`config.mk`:
```
export PLATFORM = sky130hd
export DESIGN_NAME = pio24_top
export DESIGN_NICKNAME = d
export VERILOG_FILES = /design/src/rtl/pio24_pkg.sv /design/src/rtl/pio24_ctrl.sv /design/src/rtl/pio24_datapath.sv /design/src/rtl/pio24_top.sv
export SDC_FILE = /design/constraint.sdc
export NUM_CORES = 1
export LEC_CHECK = 0
export BUFFER_PORTS_ARGS = -buffer_cell sky130_fd_sc_hd__buf_2
export CAP_MARGIN = 20
export CORE_MARGIN = 3
export CORE_UTILIZATION = 50
export CTS_BUF_LIST = sky130_fd_sc_hd__clkbuf_8
export CTS_CLUSTER_SIZE = 14
export DETAILED_ROUTE_END_ITERATION = 10
export GPL_TIMING_DRIVEN = 0
export MAX_ROUTING_LAYER = met4
export PLACE_DENSITY = 0.77
export SLEW_MARGIN = 20
export SYNTH_ARGS = -nofsm -noshare
export SYNTH_HDL_FRONTEND = slang
export SYNTH_SLANG_ARGS = --single-unit
```
`constraint.sdc`:
```
create_clock -name clk -period 1.6 [get_ports clk]
set_input_delay 0.16 -clock clk [delete_from_list [all_inputs] [get_ports clk]]
set_output_delay 0.16 -clock clk [all_outputs]
set_load 0.01 [all_outputs]
```
`src/rtl/pio24_pkg.sv`:
```
package pio24_pkg;
  localparam int DATA_W  = 8;
  localparam int NUM_PORTS = 3;
  localparam int LINE_W  = DATA_W * NUM_PORTS;
  localparam int NIB_W   = DATA_W / 2;

  localparam logic [1:0] OFF_A   = 2'd0;
  localparam logic [1:0] OFF_B   = 2'd1;
  localparam logic [1:0] OFF_C   = 2'd2;
  localparam logic [1:0] OFF_CFG = 2'd3;

  // strobes from control to datapath
  typedef struct packed {
    logic       wrA;
    logic       wrB;
    logic       wrC;
    logic       clrLatch;
    logic       rdEn;
    logic [1:0] rdSel;
  } pioStrobe_t;

  // 1 = group listens
  typedef struct packed {
    logic inA;
    logic inCu;
    logic inB;
    logic inCl;
  } pioDir_t;
endpackage

```
`src/rtl/pio24_ctrl.sv`:
```
module pio24_ctrl
  import pio24_pkg::*;
(
  input  logic              clk,
  input  logic              rstN,
  input  logic [1:0]        busAddr,
  input  logic              busWrEn,
  input  logic              busRdEn,
  input  logic [DATA_W-1:0] busWrData,
  output pioStrobe_t        strobe,
  output pioDir_t           dir
);
  logic cfgLegal;
  logic cfgHit;
  pioDir_t dirQ;

  // mode-set flag high, reserved mode bits low
  assign cfgLegal = busWrData[7] & ~busWrData[6] & ~busWrData[5] & ~busWrData[2];
  assign cfgHit   = busWrEn && (busAddr == OFF_CFG) && cfgLegal;

  always_ff @(posedge clk) begin
    if (!rstN) begin
      dirQ <= '1;
    end else if (cfgHit) begin
      dirQ.inA  <= busWrData[4];
      dirQ.inCu <= busWrData[3];
      dirQ.inB  <= busWrData[1];
      dirQ.inCl <= busWrData[0];
    end
  end

  always_comb begin
    strobe          = '0;
    strobe.wrA      = busWrEn && (busAddr == OFF_A);
    strobe.wrB      = busWrEn && (busAddr == OFF_B);
    strobe.wrC      = busWrEn && (busAddr == OFF_C);
    strobe.clrLatch = cfgHit;
    strobe.rdEn     = busRdEn;
    strobe.rdSel    = busAddr;
  end

  assign dir = dirQ;
endmodule

```
`src/rtl/pio24_datapath.sv`:
```
module pio24_datapath
  import pio24_pkg::*;
#(
  parameter int SYNC_STAGES = 2
) (
  input  logic              clk,
  input  logic              rstN,
  input  pioStrobe_t        strobe,
  input  pioDir_t           dir,
  input  logic [DATA_W-1:0] busWrData,
  input  logic [LINE_W-1:0] pinIn,
  output logic [LINE_W-1:0] pinOut,
  output logic [LINE_W-1:0] pinOe,
  output logic [DATA_W-1:0] busRdData
);
  localparam int LAST_STAGE = SYNC_STAGES - 1;

  logic [NUM_PORTS-1:0] wrVec;
  logic [LINE_W-1:0]    latchAll;
  logic [LINE_W-1:0]    inMask;
  logic [LINE_W-1:0]    viewAll;
  logic [LINE_W-1:0]    syncQ [SYNC_STAGES];
  logic [DATA_W-1:0]    rdNext;
  logic [DATA_W-1:0]    rdQ;

  assign wrVec = {strobe.wrC, strobe.wrB, strobe.wrA};

  // one output latch per port
  for (genvar p = 0; p < NUM_PORTS; p++) begin : g_port
    logic [DATA_W-1:0] latchQ;
    always_ff @(posedge clk) begin
      if (!rstN || strobe.clrLatch) latchQ <= '0;
      else if (wrVec[p])            latchQ <= busWrData;
    end
    assign latchAll[p*DATA_W +: DATA_W] = latchQ;
  end

  // input synchroniser chain
  for (genvar s = 0; s < SYNC_STAGES; s++) begin : g_sync
    always_ff @(posedge clk) begin
      if (!rstN) syncQ[s] <= '0;
      else if (s == 0) syncQ[s] <= pinIn;
      else syncQ[s] <= syncQ[(s == 0) ? 0 : s-1];
    end
  end

  assign inMask = {{NIB_W{dir.inCu}}, {NIB_W{dir.inCl}},
                   {DATA_W{dir.inB}}, {DATA_W{dir.inA}}};
  assign viewAll = (inMask & syncQ[LAST_STAGE]) | (~inMask & latchAll);

  always_comb begin
    case (strobe.rdSel)
      OFF_A:   rdNext = viewAll[0 +: DATA_W];
      OFF_B:   rdNext = viewAll[DATA_W +: DATA_W];
      OFF_C:   rdNext = viewAll[2*DATA_W +: DATA_W];
      default: rdNext = '0;
    endcase
  end

  always_ff @(posedge clk) begin
    if (!rstN)            rdQ <= '0;
    else if (strobe.rdEn) rdQ <= rdNext;
  end

  assign pinOut    = latchAll;
  assign pinOe     = ~inMask;
  assign busRdData = rdQ;
endmodule

```
`src/rtl/pio24_top.sv`:
```
module pio24_top
  import pio24_pkg::*;
#(
  parameter int SYNC_STAGES = 2
) (
  input  logic              clk,
  input  logic              rstN,
  input  logic [1:0]        busAddr,
  input  logic              busWrEn,
  input  logic [7:0]        busWrData,
  input  logic              busRdEn,
  output logic [7:0]        busRdData,
  input  logic [23:0]       pinIn,
  output logic [23:0]       pinOut,
  output logic [23:0]       pinOe
);
  pioStrobe_t strobe;
  pioDir_t    dir;

  pio24_ctrl i_ctrl (
    .clk(clk), .rstN(rstN), .busAddr(busAddr), .busWrEn(busWrEn),
    .busRdEn(busRdEn), .busWrData(busWrData), .strobe(strobe), .dir(dir)
  );

  pio24_datapath #(.SYNC_STAGES(SYNC_STAGES)) i_dp (
    .clk(clk), .rstN(rstN), .strobe(strobe), .dir(dir),
    .busWrData(busWrData), .pinIn(pinIn), .pinOut(pinOut),
    .pinOe(pinOe), .busRdData(busRdData)
  );
endmodule

```
==> results of run 1 <==
[cell families after synthesis]
group / Yosys count
muxes: 48
and+or+nand+nor: 105
buffers and inverters: 44
DFF: 84
AOI/OAI and AO/OA: 30
[worst paths after layout]
check | start | end | slack [ns] | depth (start not counted)
hold / removal | pinIn[18] | i_dp.syncQ[0][18]$_SDFF_PN0_ | 0.01 | 2
hold reg to reg | i_dp.syncQ[0][7]$_SDFF_PN0_ | i_dp.syncQ[1][7]$_SDFF_PN0_ | 0.43 | 1
setup reg to reg | i_ctrl.dir[0]$_SDFFE_PN1P_ | i_dp.busRdData[2]$_SDFFE_PN0P_ | 0.25 | 3
setup / recovery | i_ctrl.dir[1]$_SDFFE_PN1P_ | pinOe[12] | 0.14 | 4
[worst register-to-register path: cells and delay by family, from the launching register on]
family / cells / cell delay, ns
AOI/OAI and AO/OA: 2 / 0.44
DFF: 1 / 0.52
muxes: 1 / 0.29
[repair_timing]
item,in CTS,in global routing
hold buffers,12,0
setup buffers,0,0
setup endpoints to repair,20,0
gates resized for setup,2,0
hold endpoints to repair,12,0
[per-stage QoR]
stage / hold slack, ns / area (µm²) / instances / utilization, % / power, mW
floorplan: 0.287 / 3280 / 311 / - / 2.44
global placement: 0.365 / 3830 / 477 / 62.5 / 2.58
detailed placement: 0.368 / 3830 / 477 / 62.5 / 2.59
CTS: 0.000604 / 4170 / 503 / 68.0 / 4.20
global route: 0.000615 / 4170 / 503 / 68.0 / 4.35
finish: 0.0114 / 4170 / 503 / 68.0 / 4.17
[area by class of cell]
cell class	count	area, µm²
clock inverters	7	92.6
plain buffers	38	288
repair buffers	103	576
flip-flops and latches	84	1680
well taps	75	93.8
fillers	476	1960
clock buffers	9	124
inverters	4	15.0
multi-input cells	183	1300
[sequential cells by signal, indices dropped and copies added, names as in the netlist]
| signal | flops |
|---|---|
| i_dp.g_port.latchQ | 24 |
| i_dp.busRdData | 8 |
| i_ctrl.dir | 4 |
| i_dp.syncQ | 48 |
[cells in the final DEF (no fill, tap or decap), drive strengths merged, types with 5 or more instances in the layout]
cell,Yosys,layout
inv,4,5
nand3,8,8
dfxtp,84,84
and2,48,48
mux2i,48,48
o31a,7,7
nor2,31,31
o21ai,5,5
o21a,7,7
nor2b,7,7
clkbuf,8,15
dlygate4sd3,0,12
o22ai,8,8
buf,32,123
[where the power goes]
part           switching (mW)  total (mW)  internal, mW
sequential             0.0318        2.20          2.17
combinational           0.175       0.357         0.182
clock                   0.738        1.61         0.872
[layer usage]
metal	global-route usage, %	vias up	routed length, µm
met3	5.58	10	473
met4	9.92	0	148
met1	24.7	1154	3120
li1	-	1243	-
met2	35.0	85	3660
met5	-	-	0
==> run metrics, run 1 <==
Final Slew Violations=0; GRT Resource Usage Total=21.5%; share of layout cells above drive strength 1=33.4%; RSZ-0062 raised after global routing=false; vias=2492; Cell Rows=28; relative slew slack=56.0%; pwr/cell area=1000 nW/µm²; mux cell area share after synthesis=14.6%; Antenna diodes=0; Worst-path clk slew=0.08 ns; CP Capture Type=primary output; compound-gate portion of the synthesized area=6.90%; Yosys reg bits=84; clk_skew=0.00993 ns; I/O pin count=94; Synth top cells by count=dfxtp_1, and2_1, mux2i_1, nor2_1, buf_4; Placement Setup Slack=0.198 ns; Die W=87.0 µm; Initial DRT Pass Iterations=4; Max stage delay cell, worst path=dfxtp_1; XOR/XNOR share of the synthesized area=0%; worst min-delay path category=in2reg; Critical Path Source Type=flip-flop; final setup margin=0.139 ns; worst path required time=1.44 ns; GPL Wtd Cong=0.845; setup_tns=0 ns; leak pwr=2.20 nW; synth-to-layout area growth=26.9%; TritonCTS Buffers=9; final setup vio count=0; sequential share of the synthesized area=51.2%; post-synthesis adder-cell area fraction=0%; CP bufs+invs=4; crit share post-route=91.3%; cell with the most instances after synthesis=dfxtp_1; Hold Vio Cnt, Final=0; Worst Path Max Fanout=10; CTS tree=yes; max frequency=684 MHz; area leader, netlist=dfxtp_1; WL final=7400 µm; CP peak stage delay=0.32 ns; clock buffer depth=2; delay-heaviest family, CP=buffers and inverters; Root Driver=clkbuf_8; number of synthesized flops with an enable pin=0; core area=6130 µm²; final layout net count=461; global-route wire length before repair=11900 µm; worst-path cell chain=buf_4, inv_1, buf_4, buf_2; initial DRC count=78; critical path class=reg2out; top cell type's share of synthesized area=51.2%; DRC Markers=0; Worst-Margin Slew=0.659 ns; HPWL after DPL=5350 µm; Clk Latency, worst-skew pair=0.35 ns; Syn Nets=349; die height=87.0 µm; Main synth FF type=dfxtp_1; Initial Util=53.6%; Via density=4.95; top cells by area, synth=dfxtp_1, mux2i_1, and2_1, buf_4, nor2_1; routed len/inst=14.7 µm; largest family of logic cells by synthesized area=simple AND/OR/NAND/NOR gates; Synth Area in Simple Gates=17.9%; CTS Sinks=84; Synthesis Warnings=0; status=completed; Yosys cell types=29; maximum vdd drop=0.802 mV; worst path arrival time=1.30 ns; ys async rst share=0%; Syn Std Cell Area=3280 µm²; fin crit period=1.46 ns; MaxCap Viol Count=0; IO buf count=91; H-tree Lvls=3; Syn Inst Count=311; die footprint=7570 µm²; Worst path most repeated cell=buf_4; Routed Antenna Nets=0; initial antenna violation count=0; vias in the first global route=2514; final global-route overflow total=0; syn_area_per_cell=10.6 µm²; maximum number of pins on one net before global-route repair=15
No activity file was read; power rests on OpenSTA's default activity.
==> run 2: changes to the inputs <==
--- a/config.mk
+++ b/config.mk
@@ -5,11 +5,13 @@
 export SDC_FILE = /design/constraint.sdc
 export NUM_CORES = 1
 export LEC_CHECK = 0
+export ABC_AREA = 1
 export BUFFER_PORTS_ARGS = -buffer_cell sky130_fd_sc_hd__buf_2
-export CAP_MARGIN = 20
+export CAP_MARGIN = 25
 export CORE_MARGIN = 3
 export CORE_UTILIZATION = 50
 export CTS_BUF_LIST = sky130_fd_sc_hd__clkbuf_8
+export CTS_CLUSTER_DIAMETER = 50
 export CTS_CLUSTER_SIZE = 14
 export DETAILED_ROUTE_END_ITERATION = 10
 export GPL_TIMING_DRIVEN = 0
==> run 2 against run 1 <==
Combinational power increased by 13%; sequential power about the same; power decreased by 2.9%; sequential cell count unchanged; via count up 22%; clock skew is 0.0067 ns lower; register-to-register slack better by 0.12 ns; highest routed layer unchanged; non-clock buffer count up 8; sequential share of layout area fell by 2.3 points; synthesized cell count up 47%.
==> run metrics, run 2 <==
status=completed; max FFs per register=48 (unchanged); Syn Inst Count=458 (+47%); global-route wire length before repair=12500 µm (+5.6%); Min Hold Slack=0.0197 ns (+0.00834 ns); clock buffer depth=2 (unchanged); worst path required time=1.44 ns (about the same); RSZ-0062 raised after global routing=false; clk_skew=0.00321 ns (-0.00672 ns); r2r startpoint=i_ctrl.dir[2]$_SDFFE_PN1P_; H-tree Lvls=3 (unchanged); Hold Path Origin=pinIn[13]; initial DRC count=160 (+110%); Top reg by flops=i_dp.syncQ; relative slew slack=71.2% (+15 points); top cell type's share of synthesized area=48.7% (-2.5 points); Die W=89.1 µm (+2.4%); RR Endpoint=i_dp.busRdData[4]$_SDFFE_PN0P_; crit share post-route=92.2% (+0.84 points); Worst-Margin Slew=0.432 ns (-0.226 ns); Yosys cell types=18 (-38%); Cell Rows=29 (+3.6%); Critical Path Source Type=flip-flop; commonest non-fill, non-tap cells in the layout=nand2_1, buf_2, dfxtp_1; initial antenna violation count=0 (unchanged); area leader, netlist=dfxtp_1; final global-route overflow total=0 (unchanged); Routed Antenna Nets=0 (unchanged); synth-to-layout area growth=27.9%; worst-path cell chain=inv_1, buf_4, buf_2; final setup vio count=0 (unchanged); GRT Resource Usage Total=21.3% (-0.21 points); cell with the most instances after synthesis=nand2_1; Max stage delay cell, worst path=dfxtp_1; Antenna diodes=0 (unchanged); Yosys reg bits=84 (unchanged); fin crit period=1.47 ns (+0.0135 ns); top cells by area, synth=dfxtp_1, nand2_1, inv_1, nand3_1, a21oi_2; I/O pin count=94 (unchanged); Syn Nets=496 (+42%); share of layout cells above drive strength 1=27.9% (-5.5 points); vias=3049 (+22%); die footprint=7940 µm² (+4.9%); vias in the first global route=2746 (+9.2%); Setup Buffers After CTS=0 (unchanged); MaxCap Viol Count=0 (unchanged); maximum number of pins on one net before global-route repair=17 (+2); maximum vdd drop=0.615 mV (-23%); leak pwr=2.46 nW (+12%); Main synth FF type=dfxtp_1; final layout net count=619 (+34%); Min-Delay Endpoint=i_dp.syncQ[0][13]$_SDFF_PN0_; GPL Wtd Cong=0.904 (+6.9%); Synth top cells by count=nand2_1, dfxtp_1, inv_1, nand3_1, buf_4; Fill cells=548 (+15%); syn_area_per_cell=7.54 µm² (-29%); Worst R2R Setup Slack=0.37 ns (+0.12 ns); CP Capture Type=primary output; Finished Cell Area=4420 µm² (+6.0%); pwr/cell area=917 nW/µm² (-8.4%); core area=6530 µm² (+6.5%); critical path class=reg2out; Hold Vio Cnt, Final=0 (unchanged); die height=89.1 µm (+2.4%); DRC Markers=0 (unchanged); Post-DP Area=4000 µm² (+4.4%); number of placed cells counting well taps=625 (+31%); Via density=4.61 (-7.0%); routed len/inst=11.9 µm (-19%); Worst-path clk slew=0.08 ns (about the same); ys async rst share=0% (unchanged); Initial DRT Pass Iterations=4 (unchanged); Clk Latency, worst-skew pair=0.35 ns (about the same); worst min-delay path category=in2reg; Synthesis Warnings=0 (unchanged); Initial Util=52.9% (-0.66 points); Worst Path Max Fanout=8 (-2); CTS Sinks=84 (unchanged); CTS tree=yes; HPWL after DPL=5850 µm (+9.3%); IO buf count=90 (-1.1%); CP peak stage delay=0.48 ns (+0.16 ns); WL final=7900 µm (+6.8%); setup_tns=0 ns (unchanged); most common cell after layout, fill and taps aside=nand2_1; worst hold stages=3 (+1); area occupied by multi-input gates=1230 µm² (-5.2%); Syn Std Cell Area=3450 µm² (+5.2%); Placement Setup Slack=0.123 ns (-0.0750 ns); Post-Layout Cell Count=662 (+32%); Reg2Reg Depth=7 (+4); Storage cell area=1680 µm² (unchanged); max frequency=678 MHz (-0.91%); number of synthesized flops with an enable pin=0 (unchanged); TritonCTS Buffers=9 (unchanged); worst path arrival time=1.31 ns (about the same); Root Driver=clkbuf_8; Final Slew Violations=0 (unchanged); sequential share of the synthesized area=48.7% (-2.5 points); final setup margin=0.125 ns (-0.0135 ns)
-- run 2: changes by cell type in the layout (fill, tap and decap cells not counted), moves of 8 or more --
cell           delta
inv_1            +68
a21oi_2          +20
dlygate4sd3_1    +10
nand2_1         +174
a21oi_1          +12
mux2i_1          -48
nor2_1           -30
and2_1           -48
o22ai_1           -8
nand3_1          +41
-- run 2: cell families (layout without fill, tap and decap cells) --
group	Yosys count	count (layout)	share of synthesized area, %
compound gates	32	32	6.81
buf+inv	112	239	15.8
flops	84	84	48.7
simple gates	230	230	28.8
-- run 2: worst max path at each step --
stage                                from                        endpoint  slack [ns]  cells past startpoint
2_1_floorplan  i_ctrl.dir[3]$_SDFFE_PN1P_  i_dp.busRdData[0]$_SDFFE_PN0P_        0.32                      7
3_3_place_gp   i_ctrl.dir[3]$_SDFFE_PN1P_  i_dp.busRdData[7]$_SDFFE_PN0P_        0.15                      7
3_5_place_dp   i_ctrl.dir[3]$_SDFFE_PN1P_  i_dp.busRdData[7]$_SDFFE_PN0P_        0.12                      7
4_1_cts        i_ctrl.dir[3]$_SDFFE_PN1P_                        pinOe[2]        0.04                      4
5_1_grt        i_ctrl.dir[2]$_SDFFE_PN1P_                       pinOe[23]        0.07                      3
6_report       i_ctrl.dir[2]$_SDFFE_PN1P_                       pinOe[23]        0.13                      3
-- run 2: final cells by class --
type / count / share of cell area [%]
clock inverter: 6 / 1.50
timing repair buffer: 112 / 15.2
tap: 77 / 2.18
buffer: 37 / 5.95
inverter: 75 / 6.49
multi-input combinational: 262 / 27.8
sequential: 84 / 38.1
clock buffer: 9 / 2.80
-- run 2: critical path: cells and delay by family (launching register included) --
family,cells,cell delay (ns)
DFF,1,0.48
buffers and inverters,3,0.50
-- run 2: report_power, final --
part | internal, mW | leakage [nW] | switching, mW | total (mW)
Sequential | 2.17 | 0.689 | 0.0357 | 2.21
Combinational | 0.176 | 1.67 | 0.226 | 0.403
Clock | 0.714 | 0.0931 | 0.726 | 1.44
Total | 3.06 | 2.46 | 0.988 | 4.05
-- run 2: metrics by stage --
step | utilization, % | power [mW]
after global routing | 67.6 | 4.21
after detailed placement | 61.3 | 2.61
final | 67.6 | 4.05
after CTS | 67.6 | 4.07
after global placement | 61.3 | 2.60
after floorplan | - | 2.47
-- run 2: timing repair --
action / in CTS / in global routing
endpoints found under the hold margin: 22 / 0
resized for setup: 2 / 2
endpoints found under the setup margin: 16 / 14
hold buffers: 22 / 0
gates cloned: 0 / 0
-- run 2: layer usage --
layer	track usage, %	routed length [µm]
met1	25.1	3450
met2	35.4	3720
met3	3.50	530
met4	10.0	208
met5	-	0
